[src/rtl/tx_pcs_pkg.sv]
package tx_pcs_pkg;

    localparam int GRP_W  = 5;
    localparam int NIB_W  = 4;
    localparam int LFSR_W = 11;
    localparam int TAP_HI = LFSR_W - 1;   // x^11 term
    localparam int TAP_LO = 8;            // x^9 term

    typedef logic [GRP_W-1:0]  cgrp_t;
    typedef logic [LFSR_W-1:0] lfsr_t;

    localparam cgrp_t CG_IDLE = 5'b11111;
    localparam cgrp_t CG_J    = 5'b11000;
    localparam cgrp_t CG_K    = 5'b10001;
    localparam cgrp_t CG_T    = 5'b01101;
    localparam cgrp_t CG_R    = 5'b00111;
    localparam cgrp_t CG_HALT = 5'b00100;

    typedef enum logic [1:0] {
        FS_IDLE   = 2'd0,
        FS_SEND_K = 2'd1,
        FS_DATA   = 2'd2,
        FS_SEND_R = 2'd3
    } frm_st_e;

    typedef enum logic [1:0] {
        LVL_ZERO = 2'b00,
        LVL_POS  = 2'b01,
        LVL_NEG  = 2'b11
    } lvl_e;

    typedef struct packed {
        logic             en;
        logic             er;
        logic [NIB_W-1:0] d;
    } mii_tx_t;

    function automatic cgrp_t nib_to_cg(input logic [NIB_W-1:0] n);
        cgrp_t c;
        case (n)
            4'h0: c = 5'b11110;
            4'h1: c = 5'b01001;
            4'h2: c = 5'b10100;
            4'h3: c = 5'b10101;
            4'h4: c = 5'b01010;
            4'h5: c = 5'b01011;
            4'h6: c = 5'b01110;
            4'h7: c = 5'b01111;
            4'h8: c = 5'b10010;
            4'h9: c = 5'b10011;
            4'hA: c = 5'b10110;
            4'hB: c = 5'b10111;
            4'hC: c = 5'b11010;
            4'hD: c = 5'b11011;
            4'hE: c = 5'b11100;
            default: c = 5'b11101;
        endcase
        return c;
    endfunction

    function automatic lfsr_t lfsr_step(input lfsr_t s);
        return {s[LFSR_W-2:0], s[TAP_HI] ^ s[TAP_LO]};
    endfunction

    function automatic lvl_e phase_lvl(input logic [1:0] ph);
        lvl_e l;
        case (ph)
            2'd1:    l = LVL_POS;
            2'd3:    l = LVL_NEG;
            default: l = LVL_ZERO;
        endcase
        return l;
    endfunction

endpackage

[src/rtl/tx_pcs_framer.sv]
module tx_pcs_framer
    import tx_pcs_pkg::*;
(
    input  logic    clk,
    input  logic    rst,
    input  logic    sym_en,
    input  logic    byp_4b5b,
    input  mii_tx_t mii,
    output cgrp_t   code,
    output frm_st_e st
);

    frm_st_e st_nxt;
    cgrp_t   framed;

    always_comb begin
        st_nxt = st;
        framed = CG_IDLE;
        case (st)
            FS_IDLE: begin
                if (mii.en) begin
                    framed = CG_J;
                    st_nxt = FS_SEND_K;
                end
            end
            FS_SEND_K: begin
                framed = CG_K;
                st_nxt = FS_DATA;
            end
            FS_DATA: begin
                if (mii.en) begin
                    framed = mii.er ? CG_HALT : nib_to_cg(mii.d);
                end else begin
                    framed = CG_T;
                    st_nxt = FS_SEND_R;
                end
            end
            default: begin
                framed = CG_R;
                st_nxt = FS_IDLE;
            end
        endcase
        code = byp_4b5b ? {mii.er, mii.d} : framed;
    end

    always_ff @(posedge clk) begin
        if (rst) begin
            st <= FS_IDLE;
        end else if (sym_en) begin
            st <= st_nxt;
        end
    end

endmodule

[src/rtl/tx_pcs_serializer.sv]
module tx_pcs_serializer
    import tx_pcs_pkg::*;
#(
    parameter lfsr_t SEED = 11'h5A5
) (
    input  logic  clk,
    input  logic  rst,
    input  logic  sym_en,
    input  logic  byp_scr,
    input  cgrp_t code,
    output logic  raw_bit,
    output logic  scr_bit,
    output lfsr_t lfsr_q
);

    cgrp_t shreg;

    always_ff @(posedge clk) begin
        if (rst) begin
            shreg <= '0;
        end else if (sym_en) begin
            shreg <= code;
        end else begin
            shreg <= {1'b0, shreg[GRP_W-1:1]};
        end
    end

    always_ff @(posedge clk) begin
        if (rst) begin
            lfsr_q <= SEED;
        end else begin
            lfsr_q <= lfsr_step(lfsr_q);
        end
    end

    assign raw_bit = shreg[0];
    assign scr_bit = raw_bit ^ (~byp_scr & lfsr_q[TAP_HI]);

endmodule

[src/rtl/tx_pcs_line.sv]
module tx_pcs_line
    import tx_pcs_pkg::*;
(
    input  logic clk,
    input  logic rst,
    input  logic bit_in,
    input  logic byp_nrzi,
    input  logic byp_mlt,
    output lvl_e lvl
);

    logic       nrzi_q;
    logic [1:0] phase_q;
    logic [1:0] phase_inc;

    assign phase_inc = phase_q + 2'd1;

    always_ff @(posedge clk) begin
        if (rst) begin
            nrzi_q <= 1'b0;
        end else if (byp_nrzi) begin
            nrzi_q <= bit_in;
        end else begin
            nrzi_q <= nrzi_q ^ bit_in;
        end
    end

    always_ff @(posedge clk) begin
        if (rst) begin
            phase_q <= 2'd0;
            lvl     <= LVL_ZERO;
        end else if (byp_mlt) begin
            lvl <= nrzi_q ? LVL_POS : LVL_ZERO;
        end else if (nrzi_q) begin
            phase_q <= phase_inc;
            lvl     <= phase_lvl(phase_inc);
        end else begin
            lvl <= phase_lvl(phase_q);
        end
    end

endmodule

[src/rtl/tx_pcs_encoder.sv]
module tx_pcs_encoder
    import tx_pcs_pkg::*;
#(
    parameter logic [10:0] SEED = 11'h5A5
) (
    input  logic       clk,
    input  logic       rst,
    input  logic       sym_en,
    input  logic [3:0] txd,
    input  logic       tx_en,
    input  logic       tx_er,
    input  logic       byp_4b5b,
    input  logic       byp_scr,
    input  logic       byp_nrzi,
    input  logic       byp_mlt,
    output logic [1:0] line_lvl
);

    mii_tx_t mii;
    cgrp_t   code;
    frm_st_e frm_st;
    logic    raw_bit;
    logic    scr_bit;
    lfsr_t   lfsr_q;
    lvl_e    lvl;

    assign mii = '{en: tx_en, er: tx_er, d: txd};

    tx_pcs_framer u_framer (
        .clk      (clk),
        .rst      (rst),
        .sym_en   (sym_en),
        .byp_4b5b (byp_4b5b),
        .mii      (mii),
        .code     (code),
        .st       (frm_st)
    );

    tx_pcs_serializer #(.SEED(SEED)) u_ser (
        .clk     (clk),
        .rst     (rst),
        .sym_en  (sym_en),
        .byp_scr (byp_scr),
        .code    (code),
        .raw_bit (raw_bit),
        .scr_bit (scr_bit),
        .lfsr_q  (lfsr_q)
    );

    tx_pcs_line u_line (
        .clk      (clk),
        .rst      (rst),
        .bit_in   (scr_bit),
        .byp_nrzi (byp_nrzi),
        .byp_mlt  (byp_mlt),
        .lvl      (lvl)
    );

    assign line_lvl = lvl;

endmodule

[config.mk]
export PLATFORM = sky130hd
export DESIGN_NAME = tx_pcs_encoder
export DESIGN_NICKNAME = d
export VERILOG_FILES = /design/src/rtl/tx_pcs_pkg.sv /design/src/rtl/tx_pcs_framer.sv /design/src/rtl/tx_pcs_serializer.sv /design/src/rtl/tx_pcs_line.sv /design/src/rtl/tx_pcs_encoder.sv
export SDC_FILE = /design/constraint.sdc
export NUM_CORES = 1
export LEC_CHECK = 0
export BUFFER_PORTS_ARGS = -buffer_cell sky130_fd_sc_hd__buf_2
export CORE_ASPECT_RATIO = 1.2
export CORE_MARGIN = 5
export CORE_UTILIZATION = 57
export DETAILED_ROUTE_END_ITERATION = 10
export GPL_ROUTABILITY_DRIVEN = 0
export PLACE_DENSITY = 0.8
export SLEW_MARGIN = 40
export SYNTH_ARGS = -nofsm -noshare
export SYNTH_HDL_FRONTEND = slang
export SYNTH_SLANG_ARGS = --single-unit
[constraint.sdc]
create_clock -name clk -period 3.2 [get_ports clk]
set_input_delay 0.64 -clock clk [delete_from_list [all_inputs] [get_ports clk]]
set_output_delay 0.64 -clock clk [all_outputs]
set_load 0.05 [all_outputs]
# == Yosys cells after proc, flatten, opt, wreduce, memory -nomap -nowiden ==
# Memory sizes are Yosys's and may differ from the RTL's.
# Index checks and enable logic that the tools add are counted.
# word_totals
input_bits,13
rom_bits,80
latchBits,0
ff_bits,23
word_cells,43
ramBits,0
memories,1
# classes
n_div,0
eq_ne,8
n_mul,0
n_lt_le_gt_ge,0
n_mux,15
n_bitwise,7
shifts,0
n_reduce_logical,4
n_addsub,1
# memory_table
name,depth,width,rd,rd_ports_with_merged_regs,wr,line_no,source
(no name shown),16,5,1,0,0,tx_pcs_pkg.sv:40,case (n)
# op_table
op,n
2-to-1 mux 5 bit,3
one-hot mux 5 bit (3 select lines),1
2-to-1 mux 2 bit,4
one-hot mux 2 bit (2 select lines),2
"== test 2 x 1 -> 1 bit, second input constant",3
"== test 2 bit, second input constant",3
one-hot mux 2 bit (3 select lines),1
2-to-1 mux 4 bit,1
"!= test 2 bit, second input constant",2
2-to-1 mux 3 bit,1
inverter 1 bit,3
AND reduction 3 bit,1
XOR 1 bit,3
"adder 2 x 1 -> 2 bit, second input constant",1
zero test 2 bit,1
2-to-1 mux 1 bit,2
AND reduction 2 bit,1
OR reduction 2 bit,1
bitwise AND 1 bit,1

# == Depth between registers and ports, before layout ==
# An unclocked memory read counts as a cell.
# logic_depth
ltp_word,6
depth_mapped,6

# == Cells and area by module ==
# From an unflattened synthesis, not the netlist that was laid out.
# hier_totals
hier_cells,113
hier_area_um2,1101.1
# by_module_without_submodules
mod,n_inst,cells_per_inst,seq_area_each_um2,area_each_um2
tx_pcs_serializer,1,41,320.3,501.7
tx_pcs_framer,1,47,40.0,351.6
tx_pcs_line,1,25,100.1,247.7

# == Worst setup path after synthesis ==
# OpenSTA, ideal clock, no wires.
# synth_timing
kind,input to register
from,in byp_4b5b
to,reg u_ser.shreg[3]
setup_time_ns,0.091
t_arrival_ns,1.348
setup_slack_ns,1.762
stages,3
cell_sequence,or2_4 > a311o_1 > a311oi_1
# synth_via
elab_chain_cells,2
# synth_lines
item,line_no,source
"start, declared",tx_pcs_encoder.sv:12,"input logic byp_4b5b,"
2-to-1 mux 5 bit,tx_pcs_framer.sv:43,"code = byp_4b5b ? {mii.er, mii.d} : framed;"
2-to-1 mux 4 bit,tx_pcs_serializer.sv:21,end else if (sym_en) begin
"end signal, assigned",tx_pcs_serializer.sv:22,shreg <= code;
"end signal, assigned",tx_pcs_serializer.sv:24,"shreg <= {1'b0, shreg[GRP_W-1:1]};"
"end, declared",tx_pcs_serializer.sv:16,cgrp_t shreg;
# No other way between the ends.
# A chain may end at the register's enable or synchronous reset.

# == Worst setup path in the final report ==
# layout_timing
from,reg u_line.lvl[1]
to,out line_lvl[1]
# layout_lines
item,line_no,source
"start, declared",tx_pcs_line.sv:9,output lvl_e lvl
"start signal, assigned",tx_pcs_line.sv:33,lvl <= nrzi_q ? LVL_POS : LVL_ZERO;
"start signal, assigned",tx_pcs_line.sv:36,lvl <= phase_lvl(phase_inc);
"start signal, assigned",tx_pcs_line.sv:38,lvl <= phase_lvl(phase_q);
"end, declared",tx_pcs_encoder.sv:16,output logic [1:0] line_lvl
# No word-level cell between the ends.

==> results.tsv <==
metric	value	unit
status	complete, no violations	
ys_types	27	
post_cts_buffers	0	
syn_avg_cell_area	9.29	sq um
crit_required	2.56	ns
cap_violations	0	
cts_tree	done	
synthTopCellsByArea	dfxtp_1 45%, ha_1 8.6%, nor2b_1 4.9%, xnor2_1 4.3%, nand2b_1 3.7%	
grt_pass1_wl	3460	um
tritoncts.num_buffers	3	
worstMarginPinSlew	0.351	ns
start_util	0.615	
synth_top_area_cell	dfxtp_1	
cp_num_buf_inv	1	
synthArstFlopShare	0	
period_share	0.478	
worstSetupStartpointType	flop	
register_area	460	sq um
synth_warnings	0	
first_iter_violations	43	
maxSlewHeadroom	0.760	
die_w	48.7	um
wire_per_inst	13.4	um
layout-drive-gt1-share	0.192	
clkSlewWorstSetupHoldPaths	0.12	ns
rsz0062_at_grt	false	
cts_max_path_buffers	2	
synth_seq_cells	23	
synth_seq_area_share	0.450	
h-tree-depth	1	
rows	16	
dieArea	2740	sq um
grt_pass1_vias	851	
synth-main-ff-cell	dfxtp_1	
worstPathArrival	0.89	ns
cts_resized	0	
cp_top_family	flip-flops	
coreArea	1660	sq um
fin_skew	0.000419	ns
dp_hpwl	1360	um
synth.net_count	130	
diodes	0	
crit_type	flop to output port	
totalWireLength	1910	um
first_pass_iters	4	
fin_nets	146	
clock_sinks	23	
track_usage	0.156	
drtAntennaViolNets	0	
min-delay-path-class	flop to flop	
syn_inst	110	
antenna_found_initial	0	
slew_violations	0	
portBuffers	14	
clk_latency	0.31	ns
hold_viol	0	
synth_area	1020	sq um
setup_tns	0	ns
max_clock_freq	654	MHz
n_fill_cell	145	
cpPeakStageDelay	0.32	ns
root_buffer	clkbuf_4	
slowest_stage	dfxtp_1	
fin_crit	1.53	ns
drc	0	
cts_hold_buf	0	
multi_input_area	519	sq um
preCtsSetupSlack	1.57	ns
synth_edf_count	0	
synth_top_area_share	0.450	
path_cells	buf_2	
p_leak	0.484	nW
overflow	0	
syn_to_final_growth	10.5	%
drt-vias-per-instance	5.78	
dieHeight	56.4	um
powerDensity	485	nW/um^2
path_max_fanout	1	
setup-violations-final	0	
grt_max_degree	24	
vias	826	
ir_drop	355	uV
io_pins	15	
worst_slack	1.67	ns
critPathCaptureType	output port	
cells in the final DEF, fill, tap and decap left out, types with 5 or more instances in the layout:
cell / instances
dfxtp_1: 23
buf_2: 14
nor2_1: 10
inv_1: 8
nor2b_1: 8
ha_1: 7
nand2b_1: 6
or2_2: 5
xnor2_1: 5
a21oi_1: 5
o21ai_0: 5
path summary, 6_finish.rpt:
| check | to | slack, ns | from | cells past startpoint |
|---|---|---|---|---|
| setup / recovery | line_lvl[1] | 1.67 | u_line.lvl[1] | 1 |
| hold / removal | u_ser.lfsr_q[5] | 0.43 | u_ser.lfsr_q[4] | 1 |
| setup reg to reg | u_ser.shreg[0] | 1.70 | u_framer.st[0] | 6 |
| hold reg to reg | u_ser.lfsr_q[5] | 0.43 | u_ser.lfsr_q[4] | 1 |
layout make-up:
class | instances | share of cell area
multi-input combinational | 76 | 0.460
sequential | 23 | 0.408
timing repair buffer | 14 | 0.0620
inverter | 8 | 0.0266
clock buffer | 3 | 0.0199
tap | 18 | 0.0199
clock inverter | 1 | 0.00443
layer usage:
| metal | track usage | share of wire | vias up |
|---|---|---|---|
| met4 | 0.0808 | 0.031 | 0 |
| met5 | 0 | 0 | - |
| met3 | 0.0476 | 0.085 | 11 |
| met2 | 0.254 | 0.45 | 38 |
| met1 | 0.182 | 0.43 | 377 |
| li1 | - | - | 400 |
flip-flops by register name (all words and copies together), names as in the netlist:
| name | flops |
|---|---|
| u_line.phase_q | 2 |
| u_framer.st | 2 |
| u_line.lvl | 2 |
| u_line.nrzi_q | 1 |
| u_ser.lfsr_q | 11 |
| u_ser.shreg | 5 |
stage by stage:
step | area, sq um | cells | util | total power, W | hold slack (ns)
2_1_floorplan | 1020 | 110 | - | 0.000390 | 0.389
3_3_place_gp | 1100 | 139 | 0.663 | 0.000414 | 0.395
3_5_place_dp | 1100 | 139 | 0.663 | 0.000418 | 0.397
4_1_cts | 1130 | 143 | 0.680 | 0.000548 | 0.430
5_1_grt | 1130 | 143 | 0.680 | 0.000582 | 0.439
6_report | 1130 | 143 | 0.680 | 0.000548 | 0.427
cells in the mapped netlist, drive strengths merged, types with 4 or more instances:
| master | n |
|---|---|
| o21ai | 5 |
| dfxtp | 23 |
| or2 | 6 |
| ha | 7 |
| nand2b | 6 |
| a21oi | 5 |
| nor2b | 8 |
| xnor2 | 5 |
| nor2 | 10 |
| nand2 | 4 |
| inv | 8 |
where the power goes:
| part | switching [W] | internal (W) |
|---|---|---|
| combinational | 0.0000516 | 0.0000418 |
| clock | 0.0000887 | 0.0000468 |
| sequential | 0.0000108 | 0.000309 |
cells by family after synthesis:
kind of cell    after synthesis  share of synthesized area
fa+ha+maj                     7                     0.0857
buf+inv                      11                     0.0416
flops                        23                      0.450
xor+xnor                      5                     0.0428
compound gates               23                      0.155
simple gates                 39                      0.204
mux                           2                     0.0196
No activity file was read; power rests on OpenSTA's default activity.
